===== src/rtl/faultRecPkg.sv =====
package faultRecPkg;

  localparam int NUM_CAUSES = 11;
  localparam int FSR_W      = 32;
  localparam int DOM_W      = 4;
  localparam int CODE_W     = 5;

  typedef enum logic [3:0] {
    CAUSE_ALIGN     = 4'd0,
    CAUSE_TLBMISS   = 4'd1,
    CAUSE_WALKEXT   = 4'd2,
    CAUSE_XLAT      = 4'd3,
    CAUSE_ACCFLAG   = 4'd4,
    CAUSE_DOMAIN    = 4'd5,
    CAUSE_PERM      = 4'd6,
    CAUSE_PRECEXT   = 4'd7,
    CAUSE_IMPRECEXT = 4'd8,
    CAUSE_PARITY    = 4'd9,
    CAUSE_DEBUG     = 4'd10,
    CAUSE_NONE      = 4'd15
  } cause_e;

  localparam logic [CODE_W-1:0] MAINT_CODE = 5'b00100;

  // Causes that the instruction side can report
  localparam logic [NUM_CAUSES-1:0] INSTR_ELIGIBLE =
    ~((NUM_CAUSES'(1) << CAUSE_ALIGN) | (NUM_CAUSES'(1) << CAUSE_IMPRECEXT));

  typedef struct packed {
    logic   dataWrite;
    logic   instrWrite;
    logic   iAddrWrite;
    logic   maintCode;
    cause_e dataCause;
    cause_e instrCause;
  } strobe_t;

  function automatic cause_e pickHighest(logic [NUM_CAUSES-1:0] v);
    cause_e r;
    r = CAUSE_NONE;
    for (int i = NUM_CAUSES - 1; i >= 0; i--) begin
      if (v[i]) r = cause_e'(i);
    end
    return r;
  endfunction

  function automatic logic [CODE_W-1:0] causeCode(cause_e c, logic isPage, logic secondLvl);
    case (c)
      CAUSE_ALIGN:     return 5'b00001;
      CAUSE_TLBMISS:   return 5'b00000;
      CAUSE_WALKEXT:   return secondLvl ? 5'b01110 : 5'b01100;
      CAUSE_XLAT:      return isPage ? 5'b00111 : 5'b00101;
      CAUSE_ACCFLAG:   return isPage ? 5'b00110 : 5'b00011;
      CAUSE_DOMAIN:    return isPage ? 5'b01011 : 5'b01001;
      CAUSE_PERM:      return isPage ? 5'b01111 : 5'b01101;
      CAUSE_PRECEXT:   return 5'b01000;
      CAUSE_IMPRECEXT: return 5'b10110;
      CAUSE_PARITY:    return 5'b11000;
      CAUSE_DEBUG:     return 5'b00010;
      default:         return 5'b00000;
    endcase
  endfunction

  function automatic logic domainValid(cause_e c, logic isPage, logic secondLvl);
    case (c)
      CAUSE_WALKEXT:                         return secondLvl;
      CAUSE_XLAT:                            return isPage;
      CAUSE_ACCFLAG, CAUSE_DOMAIN, CAUSE_PERM,
      CAUSE_DEBUG:                           return 1'b1;
      default:                               return 1'b0;
    endcase
  endfunction

  function automatic logic isExternal(cause_e c);
    return (c == CAUSE_WALKEXT) || (c == CAUSE_PRECEXT) || (c == CAUSE_IMPRECEXT);
  endfunction

  function automatic logic [FSR_W-1:0] packFsr(logic [CODE_W-1:0] code,
                                               logic [DOM_W-1:0] dom, logic slv);
    logic [FSR_W-1:0] w;
    w        = '0;
    w[3:0]   = code[3:0];
    w[7:4]   = dom;
    w[10]    = code[4];
    w[12]    = slv;
    return w;
  endfunction

endpackage


===== src/rtl/faultRecCtrl.sv =====
module faultRecCtrl
  import faultRecPkg::*;
(
  input  logic [NUM_CAUSES-1:0] causeFlags,
  input  logic                  instrSide,
  input  logic                  maintOp,
  input  logic                  maintICache,
  output strobe_t               strobes
);

  logic [NUM_CAUSES-1:0] instrFlags;
  cause_e dataPick;
  cause_e instrPick;
  logic   walkClass;
  logic   dataHit;

  always_comb begin
    instrFlags = causeFlags & INSTR_ELIGIBLE;
    dataPick   = pickHighest(causeFlags);
    instrPick  = pickHighest(instrFlags);
    walkClass  = (dataPick >= CAUSE_WALKEXT) && (dataPick <= CAUSE_PERM);
    dataHit    = !instrSide && (dataPick != CAUSE_NONE);

    strobes            = '0;
    strobes.dataCause  = dataPick;
    strobes.instrCause = instrPick;
    if (instrSide) begin
      strobes.instrWrite = (instrPick != CAUSE_NONE);
    end else begin
      strobes.dataWrite  = dataHit;
      strobes.iAddrWrite = dataHit && maintOp;
      strobes.maintCode  = dataHit && maintOp && maintICache && walkClass;
      strobes.instrWrite = strobes.maintCode;
    end
  end

endmodule


===== src/rtl/faultRecDatapath.sv =====
module faultRecDatapath
  import faultRecPkg::*;
#(
  parameter int ADDR_W = 32
) (
  input  logic              clk,
  input  logic              rstN,
  input  strobe_t           strobes,
  input  logic              isPage,
  input  logic              secondLvl,
  input  logic              busSlaveErr,
  input  logic [DOM_W-1:0]  domainNum,
  input  logic [ADDR_W-1:0] accessAddr,
  input  logic [ADDR_W-1:0] instrAddr,
  output logic [FSR_W-1:0]  dataStatus,
  output logic [FSR_W-1:0]  instrStatus,
  output logic [ADDR_W-1:0] dataAddr,
  output logic [ADDR_W-1:0] instrFaultAddr,
  output logic              abortTaken
);

  logic [FSR_W-1:0] dataNext;
  logic [FSR_W-1:0] instrNext;
  logic [DOM_W-1:0] dataDom;

  always_comb begin
    dataDom = domainValid(strobes.dataCause, isPage, secondLvl) ? domainNum : '0;
    if (strobes.maintCode) begin
      dataNext = packFsr(MAINT_CODE, '0, 1'b0);
    end else begin
      dataNext = packFsr(causeCode(strobes.dataCause, isPage, secondLvl), dataDom,
                         isExternal(strobes.dataCause) && busSlaveErr);
    end
    instrNext = packFsr(causeCode(strobes.instrCause, isPage, secondLvl), '0,
                        isExternal(strobes.instrCause) && busSlaveErr);
  end

  always_ff @(posedge clk) begin
    if (!rstN) begin
      dataStatus     <= '0;
      instrStatus    <= '0;
      dataAddr       <= '0;
      instrFaultAddr <= '0;
      abortTaken     <= 1'b0;
    end else begin
      abortTaken <= strobes.dataWrite || strobes.instrWrite;
      if (strobes.dataWrite) begin
        dataStatus <= dataNext;
        dataAddr   <= accessAddr;
      end
      if (strobes.instrWrite) instrStatus <= instrNext;
      if (strobes.iAddrWrite) instrFaultAddr <= instrAddr;
    end
  end

endmodule


===== src/rtl/faultRecorder.sv =====
module faultRecorder
  import faultRecPkg::*;
#(
  parameter int ADDR_W = 32
) (
  input  logic                  clk,
  input  logic                  rstN,
  input  logic [NUM_CAUSES-1:0] causeFlags,
  input  logic                  instrSide,
  input  logic                  isPage,
  input  logic                  secondLvl,
  input  logic                  busSlaveErr,
  input  logic                  maintOp,
  input  logic                  maintICache,
  input  logic [DOM_W-1:0]      domainNum,
  input  logic [ADDR_W-1:0]     accessAddr,
  input  logic [ADDR_W-1:0]     instrAddr,
  output logic [FSR_W-1:0]      dataStatus,
  output logic [FSR_W-1:0]      instrStatus,
  output logic [ADDR_W-1:0]     dataAddr,
  output logic [ADDR_W-1:0]     instrFaultAddr,
  output logic                  abortTaken
);

  strobe_t strobes;

  faultRecCtrl ctrl (
    .causeFlags (causeFlags),
    .instrSide  (instrSide),
    .maintOp    (maintOp),
    .maintICache(maintICache),
    .strobes    (strobes)
  );

  faultRecDatapath #(.ADDR_W(ADDR_W)) dpath (
    .clk           (clk),
    .rstN          (rstN),
    .strobes       (strobes),
    .isPage        (isPage),
    .secondLvl     (secondLvl),
    .busSlaveErr   (busSlaveErr),
    .domainNum     (domainNum),
    .accessAddr    (accessAddr),
    .instrAddr     (instrAddr),
    .dataStatus    (dataStatus),
    .instrStatus   (instrStatus),
    .dataAddr      (dataAddr),
    .instrFaultAddr(instrFaultAddr),
    .abortTaken    (abortTaken)
  );

endmodule


===== config.mk =====
export PLATFORM = sky130hd
export DESIGN_NAME = faultRecorder
export DESIGN_NICKNAME = d
export VERILOG_FILES = /design/src/rtl/faultRecPkg.sv /design/src/rtl/faultRecCtrl.sv /design/src/rtl/faultRecDatapath.sv /design/src/rtl/faultRecorder.sv
export SDC_FILE = /design/constraint.sdc
export NUM_CORES = 1
export LEC_CHECK = 0
export ABC_AREA = 1
export BUFFER_PORTS_ARGS = -buffer_cell sky130_fd_sc_hd__buf_2
export CELL_PAD_IN_SITES_DETAIL_PLACEMENT = 1
export CELL_PAD_IN_SITES_GLOBAL_PLACEMENT = 1
export CORE_MARGIN = 5
export CORE_UTILIZATION = 29
export CTS_CLUSTER_SIZE = 14
export DETAILED_ROUTE_END_ITERATION = 16
export GPL_TIMING_DRIVEN = 0
export PLACE_DENSITY_LB_ADDON = 0.1
export SYNTH_ARGS = -nofsm -noshare
export SYNTH_HDL_FRONTEND = slang
export SYNTH_SLANG_ARGS = --single-unit
export TNS_END_PERCENT = 50

===== constraint.sdc =====
create_clock -name clk -period 1.9 [get_ports clk]
set_clock_uncertainty 0.2 [all_clocks]
set_input_delay 0.095 -clock clk [delete_from_list [all_inputs] [get_ports clk]]
set_output_delay 0.095 -clock clk [all_outputs]
set_load 0.03 [all_outputs]

==> metrics.yaml, run 1 <==
synth:
  synthXorXnorAreaFrac_pct: 0
  ys_types: 27
  synth_most_common_cell: "nor2_1"
  synth_top_cell_area_share_pct: 43.7
  avgSynthCellArea_sq_um: 7.11
  synth.area.mux_share_pct: 0
  synthFlopType: "dfxtp_1"
  synth_compound_area_share_pct: 13.4
  yosys.area_share.simple_pct: 27.2
  synthCells: 522
  synth-seq-area-share_pct: 43.7
  synth-edff-count: 0
  synth_common_cells: "nor2_1 (157), dfxtp_1 (81), o21ai_0 (67)"
  synth_area_leaders: "dfxtp_1 (44%), nor2_1 (16%), buf_4 (9.7%)"
  synthArstFlopShare_pct: 0
  netlist_area_sq_um: 3710
  synth_top_area_cell: "dfxtp_1"
  ys_warn_count: 0
  synth_top_family_by_area: "simple AND/OR/NAND/NOR gates"
  synth.ff_latch_count: 81
  synth_fa_ha_area_share_pct: 0
cells_and_area:
  regArea_sq_um: 1620
  nFillCells: 1626
  drive_gt1_share_pct: 31.1
  area_growth_syn_to_layout_pct: 61.4
  multi_input_area_sq_um: 1690
  nets: 908
  diodes: 0
worst_setup_path:
  start_kind: "primary input"
  cp_slowest_cell: "dlygate4sd3_1"
  worst_setup_path_end_kind: "register"
  path_class: "primary input to register"
  crit_fanout: 8
  path_cells: "dlygate4sd3_1 > buf_2 > o21bai_4 > nor2_4 > nand3_4 > buf_4 > nand2_2 > nor2_2 > nand2_1 > a21oi_1"
  worstPathRequired_ps: 1900
  cpPeakStageDelay_ps: 540
  cpLargestDelayFamily: "buffers and inverters"
  path_buf_inv: 3
  worstSetupStartpoint: "instrSide"
  worstReg2RegStart: "dpath.instrFaultAddr[27]$_SDFFE_PN0P_"
  critPathArrivalTime_ps: 1840
routing:
  routedWlPerCell_um: 14.1
  drtIter0Drc: 121
  routed_wl_um: 14100
  via_per_inst: 4.23
  ant_nets: 0
  num_vias: 4225
  first_pass_iters: 4
  drc: 0
grt:
  grt-ovfl-total: 0
  grt_usage_pct: 18.2
  grt_antenna_before_repair: 0
  grt_pass1_vias: 4417
  grt_pass1_wl_um: 21700
  grt_max_degree: 14
floorplan:
  ios: 216
  start_util_pct: 29.5
  fp.dieW_um: 123
  chipHeight_um: 123
  core-area_sq_um: 12600
  core.rowCount: 41
  die_area_sq_um: 15200
clock_tree:
  path_clk_slew_ps: 60
  cts_tree: "yes"
  cts_buffers: 9
  clk_path_buf_depth: 2
  clk_latency_ps: 330
  htreeDepth: 3
  clock_sink_count: 81
  clockRootBuffer: "clkbuf_16"
hold_path:
  worstHoldStart: "maintOp"
  hp-class: "primary input to register"
sta:
  finalSetupViolCount: 0
  hold_violations: 0
  max_freq_ghz: 0.542
  slew_viol_final: 0
  layout_min_cycle_time_ps: 1840
  rsz0062_at_grt: "false"
  tns_ps: 0
  fin_crit_sh_pct: 97.0
  worst_pin_slew_ps: 510
  slew_headroom_pct: 66.0
job:
  max_cap_violations: 0
placed_design:
  port_buffers: 167
  gp_congestion: 0.862
  hpwl_um: 9970
pwr:
  power_w: 0.00472
  power_density_nw_per_um2: 788
  ir_drop_uv: 648
  p_leak_nw: 3.18
run_status:
  run_status: "finished clean"
==> stage by stage <==
| stage | hold WS, ps | area (sq um) | std cells | setup WS (ps) | utilization [%] |
|---|---|---|---|---|---|
| after floorplan | 29.9 | 3890 | 569 | 279 | - |
| after global placement | 118 | 4940 | 908 | -150 | 39.3 |
| after detailed placement | 124 | 4940 | 908 | -191 | 39.3 |
| after CTS | 42.0 | 5960 | 997 | 66.8 | 47.5 |
| after global routing | 57.9 | 5990 | 998 | 5.61 | 47.6 |
| final | 44.9 | 5990 | 998 | 56.5 | 47.6 |
==> layout by cell type, fill, tap and decap left out, types with 18 or more instances in the layout <==
cell type      count
buf_2            171
nor2_1           157
dfxtp_1           81
dlygate4sd3_1     73
o21ai_0           67
buf_4             50
nand2_1           48
conb_1            48
inv_1             30
nand3_1           19
a21oi_1           18
==> layer usage <==
metal | GRT usage [%] | part of all wire [%] | vias to the layer above
met5 | 0 | 0 | -
met3 | 7.27 | 8.1 | 16
li1 | - | - | 2161
met2 | 33.0 | 51 | 137
met4 | 4.01 | 1.4 | 0
met1 | 20.0 | 40 | 1911
==> worst paths after layout <==
path                                                              end  slack [ps]  cells after the start
worst max register to register  dpath.instrFaultAddr[27]$_SDFFE_PN0P_         940                      2
worst max-delay path                 dpath.dataStatus[3]$_SDFFE_PN0P_          60                     10
worst min-delay path            dpath.instrFaultAddr[16]$_SDFFE_PN0P_          40                      5
worst min register to register       dpath.dataStatus[1]$_SDFFE_PN0P_         260                      2
==> flip-flops by register name (all words and copies together), names as in the netlist <==
signal	flops
dpath.dataStatus	10
dpath.dataAddr	32
dpath.instrFaultAddr	32
dpath.instrStatus	6
dpath.abortTaken	1
==> final cells by class <==
class                   instances  area share, %
repair buffers                242           26.4
flip-flops and latches         81           27.1
multi-input cells             385           28.3
well taps                     172           3.59
inverters                      33           2.07
plain buffers                  69           7.61
clock inverters                 6          0.961
clock buffers                  10           3.99
==> power breakdown <==
group	internal [W]	switching, W	total (W)	leakage, nW
registers	0.00181	0.0000535	0.00186	0.669
logic	0.000411	0.000706	0.00112	2.36
clock network	0.00104	0.000695	0.00174	0.148
total	0.00326	0.00145	0.00472	3.18
==> kinds of logic after synthesis <==
family	after synthesis
AOI/OAI and AO/OA	94
buffers and inverters	103
DFF	81
other	1
and+or+nand+nor	243
==> worst reg2reg max path, delay by kind of cell (launching register included) <==
| kind | cells | cell delay (ps) |
|---|---|---|
| flops | 1 | 320 |
| compound gates | 1 | 260 |
| simple gates | 1 | 70 |
==> timing repair <==
item	in CTS	in global routing
setup endpoints to repair	0	14
gates resized for setup	0	8
hold endpoints to repair	74	0
setup buffers	0	2
hold buffers	73	0
Power figures use the tool's default switching activity.
==> inputs of run 2 (changes only) <==
- ABC_AREA: 1 -> unset
- CORE_UTILIZATION: 29 -> 30
==> run 2 against run 1 <==
Via count up 3.5%. Wire length up 6.9%. Combinational power down 6%. Power up 1.5%. Die area about the same. Global-route usage up 1.6 points. First-iteration DRC count up 91%. Synthesized cell count down 5.6%. Clock power up 10%. Critical path type unchanged.
==> metrics.yaml, run 2 <==
grt:
  grt_usage_pct: 19.7
  grt_pass1_vias: 4733
  grt_pass1_wl_um: 23500
  grt_max_degree: 14
  grt_antenna_before_repair: 0
  grt-ovfl-total: 0
sta:
  max_freq_ghz: 0.553
  fin_crit_sh_pct: 95.3
  hold_ws_ps: 14.6
  slew_headroom_pct: 61.1
  worst_pin_slew_ps: 581
  layout_min_cycle_time_ps: 1810
  finalSetupViolCount: 0
  slew_viol_final: 0
  hold_violations: 0
  rsz0062_at_grt: "true"
worst_setup_path:
  rrSetupSlack_ps: 1010
  crit_fanout: 10
  path_class: "primary input to register"
  worst_setup_path_end_kind: "register"
  worstReg2RegStart: "dpath.instrFaultAddr[13]$_SDFFE_PN0P_"
  worstSetupStartpoint: "causeFlags[4]"
  r2r-end: "dpath.instrFaultAddr[13]$_SDFFE_PN0P_"
  crit_end: "dpath.dataStatus[7]$_SDFFE_PN0P_"
  worstPathRequired_ps: 1940
  start_kind: "primary input"
  r2r_cells: 2
  critPathArrivalTime_ps: 1850
synth:
  synth.ff_latch_count: 81
  synth_area_leaders: "dfxtp_1 (42%), nand2_1 (14%), buf_4 (10%)"
  synth_common_cells: "nand2_1 (146), dfxtp_1 (81), a21oi_1 (75)"
  synthFlopType: "dfxtp_1"
  netlist_area_sq_um: 3840
  synth-seq-area-share_pct: 42.3
  ys_types: 47
  ys_warn_count: 0
  synthArstFlopShare_pct: 0
  synth_top_cell_area_share_pct: 42.3
  synthCells: 493
  synth_most_common_cell: "nand2_1"
  avgSynthCellArea_sq_um: 7.78
  synth-edff-count: 0
  synth_top_area_cell: "dfxtp_1"
cells_and_area:
  final_common_cell: "buf_2"
  drive_gt1_share_pct: 32.7
  final_cell_mix: "buf_2 (169), nand2_1 (146), dfxtp_1 (81), dlygate4sd3_1 (77), a21oi_1 (74)"
  area_growth_syn_to_layout_pct: 61.4
  layout.cells.non_filler: 969
  nets: 880
  reg_top3: "dpath.dataAddr: 32 flops, dpath.instrFaultAddr: 32 flops, dpath.dataStatus: 10 flops"
  diodes: 0
  design_area_sq_um: 6190
run_status:
  run_status: "finished clean"
routing:
  top_layer: "met4"
  wl_met2_um: 7560
  met3_length_um: 1270
  drtIter0Drc: 231
  routed_wl_um: 15100
  ant_nets: 0
  drc: 0
  wl_met1_um: 5970
  routedWlPerCell_um: 15.6
  num_vias: 4373
  first_pass_iters: 4
  via_per_inst: 4.51
floorplan:
  chipHeight_um: 123
  core-area_sq_um: 12600
  die_area_sq_um: 15200
  core.rowCount: 41
  ios: 216
  start_util_pct: 30.5
  fp.dieW_um: 123
hold_path:
  hold_depth: 4
  hp-class: "primary input to register"
clock_tree:
  cts_buffers: 9
  clock_sink_count: 81
  clk_path_buf_depth: 2
  path_clk_slew_ps: 60
  clk_latency_ps: 340
  clockRootBuffer: "clkbuf_16"
  cts_tree: "yes"
  htreeDepth: 3
pwr:
  p_leak_nw: 2.96
  power_density_nw_per_um2: 773
  ir_drop_uv: 468
placed_design:
  port_buffers: 162
  hpwl_um: 10500
  dpl_cell_area_sq_um: 5040
  placed_cells: 874
  gp_congestion: 0.888
job:
  max_cap_violations: 0
run 2: cell types whose count changed after synthesis, moves of 6 or more:
cell / before / now
o21ai_0: 67 / 13
mux2i_1: 0 / 6
a21oi_1: 18 / 75
nor2_1: 157 / 20
inv_1: 31 / 7
nand3_1: 19 / 3
nand2_1: 48 / 146
run 2: per-stage QoR:
stage | setup TNS [ps] | power, W | utilization (%) | worst slack (ps)
after floorplan | 0 | 0.00248 | - | 5.22
after global placement | -17240 | 0.00274 | 40.1 | -307
after detailed placement | -16730 | 0.00276 | 40.1 | -352
after CTS | 0 | 0.00481 | 48.9 | 2.65
after global routing | -7.83 | 0.00501 | 49.3 | -6.28
final | 0 | 0.00479 | 49.3 | 90.1
run 2: cell families (layout without fill, tap and decap cells):
logic type / count (synthesis) / count (layout) / share of synthesized area [%]
buf+inv: 87 / 344 / 14.2
flops: 81 / 81 / 42.3
simple gates: 196 / 196 / 21.6
mux: 6 / 6 / 1.57
compound gates: 122 / 122 / 20.3
other cells: 1 / 48 / 0.0977
run 2: worst min path at each step:
stage          slack [ps]                                    end     startpoint
5_1_grt                60  dpath.instrFaultAddr[16]$_SDFFE_PN0P_        maintOp
3_5_place_dp          140   dpath.instrFaultAddr[6]$_SDFFE_PN0P_   instrAddr[6]
3_3_place_gp          140  dpath.instrFaultAddr[13]$_SDFFE_PN0P_  instrAddr[13]
4_1_cts               0.2       dpath.dataStatus[2]$_SDFFE_PN0P_  causeFlags[1]
2_1_floorplan          30         dpath.dataAddr[0]$_SDFFE_PN0P_  accessAddr[0]
6_report               10  dpath.instrFaultAddr[16]$_SDFFE_PN0P_        maintOp
run 2: worst max-delay path: stages:
cell and delay [ps]:
buf_2 120, buf_2 190, or4_4 480, o2111ai_2 250, a41oi_4 90, a211o_1 340, o31ai_1 270
run 2: cell type report:
class                           count  area, sq um
Timing Repair Buffer              242         1600
Clock buffer                       11          253
Multi-Input combinational cell    372         1880
Buffer                             79          518
Inverter                            8         30.0
Fill cell                        1601         6370
Clock inverter                      4         76.3
Sequential cell                    81         1620
Tap cell                          172          215
run 2: routing by layer:
metal	up-vias	track usage (%)
met5	-	0
met4	0	6.71
met3	22	6.36
met2	152	34.6
met1	2039	22.7
li1	2160	-
run 2: power breakdown:
part	leakage [nW]	internal (W)	switching, W
clock network	0.158	0.00122	0.000699
registers	0.664	0.00178	0.0000391
logic	2.14	0.000405	0.000646
run 2: what timing repair did:
action                                  CTS  global route
gates resized for setup                   0            11
hold endpoints to repair                 78             0
setup buffers                             0             3
hold buffers                             77             0
endpoints found under the setup margin    0            40
